--- config.mk ---
export PLATFORM = sky130hd
export DESIGN_NAME = mva_engine
export DESIGN_NICKNAME = d
export VERILOG_FILES = /design/src/rtl/mva_pkg.sv /design/src/rtl/mva_row_seq.sv /design/src/rtl/mva_row_dot.sv /design/src/rtl/mva_result_bank.sv /design/src/rtl/mva_engine.sv
export SDC_FILE = /design/constraint.sdc
export NUM_CORES = 1
export LEC_CHECK = 0
export ABC_CLOCK_PERIOD_IN_PS = 4400
export BUFFER_PORTS_ARGS = -buffer_cell sky130_fd_sc_hd__clkbuf_2
export CORE_MARGIN = 4
export CORE_UTILIZATION = 25
export CTS_BUF_LIST = sky130_fd_sc_hd__clkbuf_2
export DETAILED_ROUTE_END_ITERATION = 6
export SLEW_MARGIN = 20
export SYNTH_ARGS = -nofsm -noshare
export SYNTH_HDL_FRONTEND = slang
export SYNTH_SLANG_ARGS = --single-unit
--- constraint.sdc ---
create_clock -name clk -period 4.4 [get_ports clk]
set_clock_uncertainty 0.15 [all_clocks]
set_input_delay 0.44 -clock clk [delete_from_list [all_inputs] [get_ports clk]]
set_output_delay 0.44 -clock clk [all_outputs]
set_load 0.1 [all_outputs]
--- src/rtl/mva_pkg.sv ---
package mva_pkg;
    localparam int ELEMS  = 16;
    localparam int EW     = 8;
    localparam int IDX_W  = $clog2(ELEMS);
    localparam int BUS_W  = ELEMS * EW;
    localparam int PROD_W = 2 * EW;
    localparam int ACC_W  = PROD_W + IDX_W + 1;

    typedef enum logic [1:0] {
        ST_PRIME,
        ST_FETCH,
        ST_DONE
    } seq_state_t;
endpackage

--- src/rtl/mva_row_seq.sv ---
module mva_row_seq
    import mva_pkg::*;
(
    input  logic             clk,
    input  logic             rst,
    output logic [IDX_W-1:0] row_addr,
    output logic             wr_en,
    output logic [IDX_W-1:0] wr_idx,
    output logic             done
);
    localparam logic [IDX_W-1:0] LAST = IDX_W'(ELEMS - 1);

    seq_state_t       state_q, state_d;
    logic [IDX_W-1:0] row_q, row_d;
    logic [IDX_W-1:0] addr_q, addr_d;

    // State register
    always_ff @(posedge clk or posedge rst) begin
        if (rst) begin
            state_q <= ST_PRIME;
            row_q   <= '0;
            addr_q  <= '0;
        end else begin
            state_q <= state_d;
            row_q   <= row_d;
            addr_q  <= addr_d;
        end
    end

    // Next state and counters
    always_comb begin
        state_d = state_q;
        row_d   = row_q;
        addr_d  = addr_q;
        unique case (state_q)
            ST_PRIME: begin
                state_d = ST_FETCH;
                addr_d  = addr_q + IDX_W'(1);
            end
            ST_FETCH: begin
                if (row_q == LAST) begin
                    state_d = ST_DONE;
                end else begin
                    row_d = row_q + IDX_W'(1);
                end
                if (addr_q != LAST) begin
                    addr_d = addr_q + IDX_W'(1);
                end
            end
            ST_DONE: begin
                state_d = ST_DONE;
            end
            default: state_d = ST_PRIME;
        endcase
    end

    // Outputs
    always_comb begin
        row_addr = addr_q;
        wr_idx   = row_q;
        wr_en    = (state_q == ST_FETCH);
        done     = (state_q == ST_DONE);
    end

    // address steps by one per cycle until it reaches the last row
    a_r4_addr_advance: assert property (@(posedge clk) disable iff (rst)
        (state_q != ST_DONE && addr_q != LAST) |=> addr_q == $past(addr_q) + IDX_W'(1));

    // done rises only after the last row was written
    a_r5_done_after_last: assert property (@(posedge clk) disable iff (rst)
        $rose(done) |-> ($past(row_q) == LAST && $past(wr_en)));

    // done is sticky
    a_r6_done_sticky: assert property (@(posedge clk) disable iff (rst)
        done |=> done);

    // no write in the priming cycle
    a_r8_no_prime_write: assert property (@(posedge clk) disable iff (rst)
        (state_q == ST_PRIME) |-> !wr_en);
endmodule

--- src/rtl/mva_row_dot.sv ---
module mva_row_dot
    import mva_pkg::*;
(
    input  logic [BUS_W-1:0] row_word,
    input  logic [BUS_W-1:0] vec_x,
    input  logic [BUS_W-1:0] vec_b,
    input  logic [IDX_W-1:0] idx,
    output logic [EW-1:0]    val
);
    logic [PROD_W-1:0] prod [ELEMS];
    logic [ACC_W-1:0]  acc;
    logic [ACC_W-1:0]  dbl;
    logic [EW-1:0]     b_sel;

    for (genvar j = 0; j < ELEMS; j++) begin : g_mul
        assign prod[j] = row_word[j*EW +: EW] * vec_x[j*EW +: EW];
    end

    always_comb begin
        acc = '0;
        for (int j = 0; j < ELEMS; j++) begin
            acc = acc + ACC_W'(prod[j]);
        end
        dbl   = acc << 1;
        b_sel = vec_b[idx*EW +: EW];
        val   = dbl[EW-1:0] + b_sel;
    end
endmodule

--- src/rtl/mva_result_bank.sv ---
module mva_result_bank
    import mva_pkg::*;
(
    input  logic             clk,
    input  logic             rst,
    input  logic             wr_en,
    input  logic [IDX_W-1:0] wr_idx,
    input  logic [EW-1:0]    wr_val,
    output logic [BUS_W-1:0] y_flat
);
    for (genvar k = 0; k < ELEMS; k++) begin : g_slot
        logic [EW-1:0] slot_q;
        always_ff @(posedge clk or posedge rst) begin
            if (rst) begin
                slot_q <= '0;
            end else if (wr_en && wr_idx == IDX_W'(k)) begin
                slot_q <= wr_val;
            end
        end
        assign y_flat[k*EW +: EW] = slot_q;
    end

    // without a write the result vector holds
    a_r6_y_hold: assert property (@(posedge clk) disable iff (rst)
        !wr_en |=> $stable(y_flat));
endmodule

--- src/rtl/mva_engine.sv ---
module mva_engine
    import mva_pkg::*;
(
    input  logic             clk,
    input  logic             rst,
    input  logic [BUS_W-1:0] vec_x,
    input  logic [BUS_W-1:0] vec_b,
    input  logic [BUS_W-1:0] row_word,
    output logic [IDX_W-1:0] row_addr,
    output logic [BUS_W-1:0] res_y,
    output logic             done
);
    logic             wr_en;
    logic [IDX_W-1:0] wr_idx;
    logic [EW-1:0]    wr_val;

    mva_row_seq u_seq (
        .clk      (clk),
        .rst      (rst),
        .row_addr (row_addr),
        .wr_en    (wr_en),
        .wr_idx   (wr_idx),
        .done     (done)
    );

    mva_row_dot u_dot (
        .row_word (row_word),
        .vec_x    (vec_x),
        .vec_b    (vec_b),
        .idx      (wr_idx),
        .val      (wr_val)
    );

    mva_result_bank u_bank (
        .clk    (clk),
        .rst    (rst),
        .wr_en  (wr_en),
        .wr_idx (wr_idx),
        .wr_val (wr_val),
        .y_flat (res_y)
    );

    // reset state seen at the ports
    a_r1_reset_clear: assert property (@(posedge clk)
        rst |-> (!done && row_addr == '0 && res_y == '0));
endmodule

==> impl_metrics.env, run 1 <==
export IMPL_status="finished with violations"
export IMPL_violations="setup timing"
export IMPL_synth_warnings=0
export IMPL_hold_viol_final=0
export IMPL_fin_crit_ps=7980
export IMPL_crit_top_cell="fa_1"
export IMPL_slowest_delay_ps=580
export IMPL_die_area_sq_um=78400
export IMPL_cts_inserted_buffers=17
export IMPL_antenna_left=0
export IMPL_avgViaCountPerCell=4.39
export IMPL_die_y_microns=280
export IMPL_crit_family="adder cells"
export IMPL_grt_pass1_wl_mm=102
export IMPL_area_growth_pct=35.4
export IMPL_syn_instance_count=1904
export IMPL_grt_overflow=0
export IMPL_finalCritPeriodShare_pct=181
export IMPL_ios=519
export IMPL_final_common_cell="clkbuf_2"
export IMPL_clock_path_buffers=2
export IMPL_syn_area_per_cell_sq_um=9.71
export IMPL_vias=15700
export IMPL_setup_viol=96
export IMPL_cp_slowest_cell="fa_1"
export IMPL_cts_sinks=138
export IMPL_slew_viol_final=0
export IMPL_endpoint_kind="register"
export IMPL_ys_types=29
export IMPL_ys_ff_latch=138
export IMPL_antenna_found_initial=6
export IMPL_synth_seq_area_share_pct=18.7
export IMPL_dp_hpwl_mm=61.2
export IMPL_nets=3421
export IMPL_fp_dieW_microns=280
export IMPL_slew_headroom_pct=39.6
export IMPL_grt_pass1_vias=16300
export IMPL_drive_gt1_share_pct=36.6
export IMPL_cts_tree="yes"
export IMPL_drc_errors=0
export IMPL_clk_insertion_delay_late_ps=700
export IMPL_arrival_ps=8450
export IMPL_initial_core_util_pct=25.3
export IMPL_cp_required_ps=4870
export IMPL_final_util_pct=34.3
export IMPL_track_usage_pct=17.6
export IMPL_critPathKind="in2reg"
export IMPL_gp_congestion=0.922
export IMPL_hold_class="in2async"
export IMPL_std_cell_rows=99
export IMPL_r2r_setup_slack_ps=320
export IMPL_start_kind="input port"
export IMPL_wl_per_cell_microns=19.6
export IMPL_htree_num_levels=4
export IMPL_first_pass_iters=7
export IMPL_timing_final_ws_setup_ps=-3580
export IMPL_io_buffers=486
export IMPL_clkTransAtPathRegs_ps=220
export IMPL_syn_num_nets=2731
export IMPL_drtIter0Drc=815
export IMPL_seqCellArea_sq_um=3450
export IMPL_max_cap_viol_count=0
export IMPL_multi_input_area_sq_um=14600
export IMPL_fillerInstances=7624
export IMPL_wirelength_mm=69.9
export IMPL_critPathBufInv=7
export IMPL_rsz0062_at_grt="yes"
export IMPL_grt_max_degree=96
export IMPL_cp_max_fo=16
export IMPL_root_buffer="clkbuf_2"
export IMPL_core_area_sq_um=73100
export IMPL_tightest_slew_ps=904
export IMPL_layout_common_cells="486 x clkbuf_2, 339 x nand2_1, 261 x inv_1"
export IMPL_netlist_area_sq_um=18500
export IMPL_max_freq_mhz=125
==> worst reg2reg max path, stage by stage, from the launching register on <==
cell and delay (ps):
dfrtp_1 770, mux4_2 460, mux4_2 520, ha_1 250, inv_1 90, fa_2 210
inv_1 40, a21oi_1 140, o21bai_1 90, a21o_1 190, a21oi_2 130, xnor2_1 130
xnor3_1 250, xnor3_2 260, buf_12 170, o21ai_1 150
==> final cells by class <==
| class | count | area share [%] |
|---|---|---|
| clock inverters | 14 | 0.590 |
| clock buffers | 18 | 0.360 |
| well taps | 959 | 4.79 |
| inverters | 279 | 4.20 |
| multi-input cells | 1451 | 58.2 |
| repair buffers | 707 | 18.0 |
| flip-flops and latches | 138 | 13.8 |
| diodes | 4 | 0.0400 |
==> Yosys cell counts, drive strengths merged <==
cell type,instances,area share [%]
o21ai,115,3.3
xnor3,4,0.50
and2,229,7.7
inv,279,5.7
nand2,344,7.0
dfrtp,138,19
xor2,46,2.2
o21bai,2,0.081
o21a,1,0.041
xnor2,180,8.5
nor2,3,0.061
buf,7,0.20
mux2,19,1.2
nand3,13,0.35
fa,219,24
nand4,1,0.034
mux2i,1,0.054
nor2b,2,0.068
a41oi,1,0.047
mux4,38,4.6
ha,222,15
a22oi,2,0.081
a21o,4,0.16
a21oi,5,0.14
clkbuf,29,0.59
==> state kept, by name, summed over array words and instances, names as in the netlist <==
register and count:
u_bank.g_slot.slot_q 128, u_seq.row_addr 4, u_seq.state_q 2, u_seq.wr_idx 4
==> per-stage QoR <==
| stage | cells | area, sq um | TNS, ps | worst slack [ps] | hold slack [ps] |
|---|---|---|---|---|---|
| floorplan | 1904 | 18700 | -241640 | -3880 | 402 |
| global placement | 3522 | 23800 | -301940 | -4430 | 311 |
| detailed placement | 3522 | 23800 | -304780 | -4510 | 316 |
| CTS | 3565 | 24800 | -217150 | -3580 | 246 |
| global route | 3567 | 25000 | -225450 | -3760 | 247 |
| finish | 3570 | 25000 | -219550 | -3580 | 240 |
==> cell families after synthesis <==
family / share of synthesized area (%)
AOI/OAI and AO/OA: 3.86
xor gates and xnor gates: 11.2
adders and majority gates: 38.7
buffers and inverters: 6.45
DFF: 18.7
muxes: 5.84
and+or+nand+nor: 15.2
==> worst paths after layout <==
| path | startpoint | to | cells after the start |
|---|---|---|---|
| worst max-delay path | vec_x[24] | u_bank.g_slot[4].slot_q[7]$_DFFE_PP0P_ | 28 |
| worst min-delay path | rst | u_bank.g_slot[13].slot_q[4]$_DFFE_PP0P_ | 3 |
| worst max register to register | u_seq.wr_idx[1]$_DFFE_PP0P_ | u_bank.g_slot[4].slot_q[7]$_DFFE_PP0P_ | 15 |
| worst min register to register | u_bank.g_slot[11].slot_q[7]$_DFFE_PP0P_ | u_bank.g_slot[11].slot_q[7]$_DFFE_PP0P_ | 2 |
| max in group asynchronous | rst | u_bank.g_slot[15].slot_q[3]$_DFFE_PP0P_ | 4 |
| min in group clk | u_bank.g_slot[11].slot_q[7]$_DFFE_PP0P_ | u_bank.g_slot[11].slot_q[7]$_DFFE_PP0P_ | 2 |
==> routing by layer <==
metal / GRT usage (%) / up-vias / part of all wire, %
met5: 0 / - / 0.073
met4: 3.95 / 6 / 2.5
met3: 2.17 / 92 / 4.8
met2: 29.1 / 428 / 47
met1: 24.6 / 7776 / 45
li1: - / 7365 / -
==> repair_timing <==
item	4_1_cts	5_1_grt
gates cloned	4	1
setup buffers	6	3
endpoints found under the setup margin	96	96
hold endpoints to repair	93	0
hold buffers	1	0
pin swaps	50	29
gates resized for setup	144	64
Power of run 1 is left out: the tool's default activity adds up to more than one toggle a clock period on the data nets, which glitch-free logic cannot reach.
==> run 2, diff against run 1 <==
Settings changed: CELL_PAD_IN_SITES_DETAIL_PLACEMENT from default to 1, CELL_PAD_IN_SITES_GLOBAL_PLACEMENT from default to 1, PLACE_DENSITY_LB_ADDON from default to 0.1, SETUP_SLACK_MARGIN from default to 0.1.
==> run 2 against run 1 <==
  * Utilization barely moved
  * The run still ends with setup timing left
  * Critical path depth fell by 1
  * Highest routed layer unchanged
  * Non-clock buffer count rose by 38
  * Via count fell by 0.40%
  * Global-route usage rose by 2.6 points
  * Largest cell class unchanged
  * Sequential share of layout area barely moved
  * Register-to-register slack got worse by 80 ps
  * Die area did not move
  * Cell count rose by 1.0%
  * Routed wire length rose by 15%
  * Maximum frequency fell by 1.1%
  * Count of clock-buffer cells in the layout fell by 1
==> impl_metrics.env, run 2 (synthesized netlist as in run 1, its figures left out) <==
export IMPL_largest_register="u_bank.g_slot.slot_q"
export IMPL_track_usage_pct=20.2
export IMPL_io_buffers=486
export IMPL_max_cap_viol_count=0
export IMPL_fin_cells=3607
export IMPL_fillerInstances=8614
export IMPL_nets=3459
export IMPL_clkTransAtPathRegs_ps=280
export IMPL_grt_use_met2_pct=35.3
export IMPL_vias=15600
export IMPL_wl_per_cell_microns=22.3
export IMPL_std_cell_rows=99
export IMPL_status="finished with violations"
export IMPL_critPathKind="in2reg"
export IMPL_die_area_sq_um=78400
export IMPL_initial_core_util_pct=25.3
export IMPL_layout_common_cells="482 x clkbuf_2, 339 x nand2_1, 263 x inv_1"
export IMPL_fin_crit_ps=8070
export IMPL_violations="setup timing"
export IMPL_dp_cells=3561
export IMPL_place_area_sq_um=24100
export IMPL_busiest_layer="met2"
export IMPL_wirelength_mm=80.3
export IMPL_avgViaCountPerCell=4.33
export IMPL_setup_viol=96
export IMPL_grt_util_met3_pct=1.70
export IMPL_die_y_microns=280
export IMPL_finalCritPeriodShare_pct=183
export IMPL_dp_hpwl_mm=72.6
export IMPL_max_freq_mhz=124
export IMPL_cp_max_fo=16
export IMPL_final_common_cell="clkbuf_2"
export IMPL_hold_class="in2async"
export IMPL_cts_inserted_buffers=17
export IMPL_root_buffer="clkbuf_2"
export IMPL_grt_pass1_wl_mm=116
export IMPL_drc_errors=0
export IMPL_tightest_slew_ps=1010
export IMPL_antenna_found_initial=5
export IMPL_slew_viol_final=0
export IMPL_timing_final_ws_setup_ps=-3670
export IMPL_endpoint_kind="register"
export IMPL_cts_sinks=138
export IMPL_grtUsageMet1_pct=28.0
export IMPL_grt_max_degree=75
export IMPL_first_pass_iters=6
export IMPL_drive_gt1_share_pct=35.8
export IMPL_htree_num_levels=4
export IMPL_clock_path_buffers=2
export IMPL_grt_overflow=0
export IMPL_core_area_sq_um=73100
export IMPL_drtIter0Drc=550
export IMPL_antenna_left=0
export IMPL_largest_reg_flops=128
export IMPL_hold_viol_final=0
export IMPL_cts_tree="yes"
export IMPL_rsz0062_at_grt="yes"
export IMPL_slew_headroom_pct=32.8
export IMPL_area_growth_pct=35.4
export IMPL_gp_congestion=0.880
export IMPL_cp_required_ps=4840
export IMPL_ios=519
export IMPL_grt_pass1_vias=17600
export IMPL_clk_insertion_delay_late_ps=700
export IMPL_fin_setup_tns_ps=-231690
export IMPL_start_kind="input port"
export IMPL_fp_dieW_microns=280
export IMPL_arrival_ps=8510
export IMPL_postLayoutCellArea_sq_um=25000
-- run 2: cell type report --
cell class                      instances  area [sq um]  area share, %
Inverter                              279          1050           4.19
Sequential cell                       138          3450           13.8
Antenna cell                            3          7.51         0.0300
Clock buffer                           17          85.1          0.340
Multi-Input combinational cell       1451         14400           57.4
Tap cell                              959          1200           4.79
Clock inverter                         15           178          0.709
Timing Repair Buffer                  745          4690           18.7
-- run 2: stage by stage --
step | utilization, % | hold slack, ps | worst slack [ps]
2_1_floorplan | - | 402 | -3880
3_3_place_gp | 33.0 | 310 | -4470
3_5_place_dp | 33.0 | 323 | -4510
4_1_cts | 34.0 | 252 | -3630
5_1_grt | 34.3 | 296 | -3820
6_report | 34.3 | 264 | -3670
-- run 2: worst paths after layout --
check	startpoint	end	slack, ps	cells after the start
worst max-delay path	row_word[26]	u_bank.g_slot[13].slot_q[7]$_DFFE_PP0P_	-3670	27
worst min-delay path	rst	u_bank.g_slot[3].slot_q[3]$_DFFE_PP0P_	260	3
worst max register to register	u_seq.wr_idx[0]$_DFFE_PP0P_	u_bank.g_slot[13].slot_q[7]$_DFFE_PP0P_	240	15
worst min register to register	u_bank.g_slot[6].slot_q[4]$_DFFE_PP0P_	u_bank.g_slot[6].slot_q[4]$_DFFE_PP0P_	360	2
max in group asynchronous	rst	u_bank.g_slot[14].slot_q[4]$_DFFE_PP0P_	2860	4
min in group clk	u_bank.g_slot[6].slot_q[4]$_DFFE_PP0P_	u_bank.g_slot[6].slot_q[4]$_DFFE_PP0P_	360	2
-- run 2: layer usage --
layer / wire length [microns] / part of all wire [%] / vias to the layer above
met5: 27 / 0.034 / -
met4: 850 / 1.1 / 4
met3: 2300 / 2.9 / 26
met2: 39800 / 50 / 260
met1: 37400 / 47 / 7901
li1: - / - / 7413
-- run 2: worst max-delay path: stages --
cell,delay (ps)
clkbuf_2,120
nand2_1,70
fa_1,480
inv_1,50
fa_1,520
inv_2,50
fa_1,550
inv_2,40
fa_1,510
fa_1,440
fa_1,540
fa_2,620
fa_1,450
fa_1,530
fa_1,450
fa_1,550
inv_1,60
fa_2,520
inv_2,40
ha_4,210
a21o_1,160
a21oi_2,120
xnor2_1,130
xnor3_1,250
xnor3_2,270
buf_12,180
o21ai_2,110
-- run 2: repair_timing --
| action | CTS | global route |
|---|---|---|
| hold endpoints to repair | 73 | 0 |
| resized for setup | 91 | 64 |
| pin swaps | 25 | 14 |
| hold buffers | 1 | 0 |
| gates cloned | 3 | 0 |
| endpoints found under the setup margin | 96 | 96 |
| buffers inserted | 6 | 2 |
Power of run 2 is left out for the same reason.
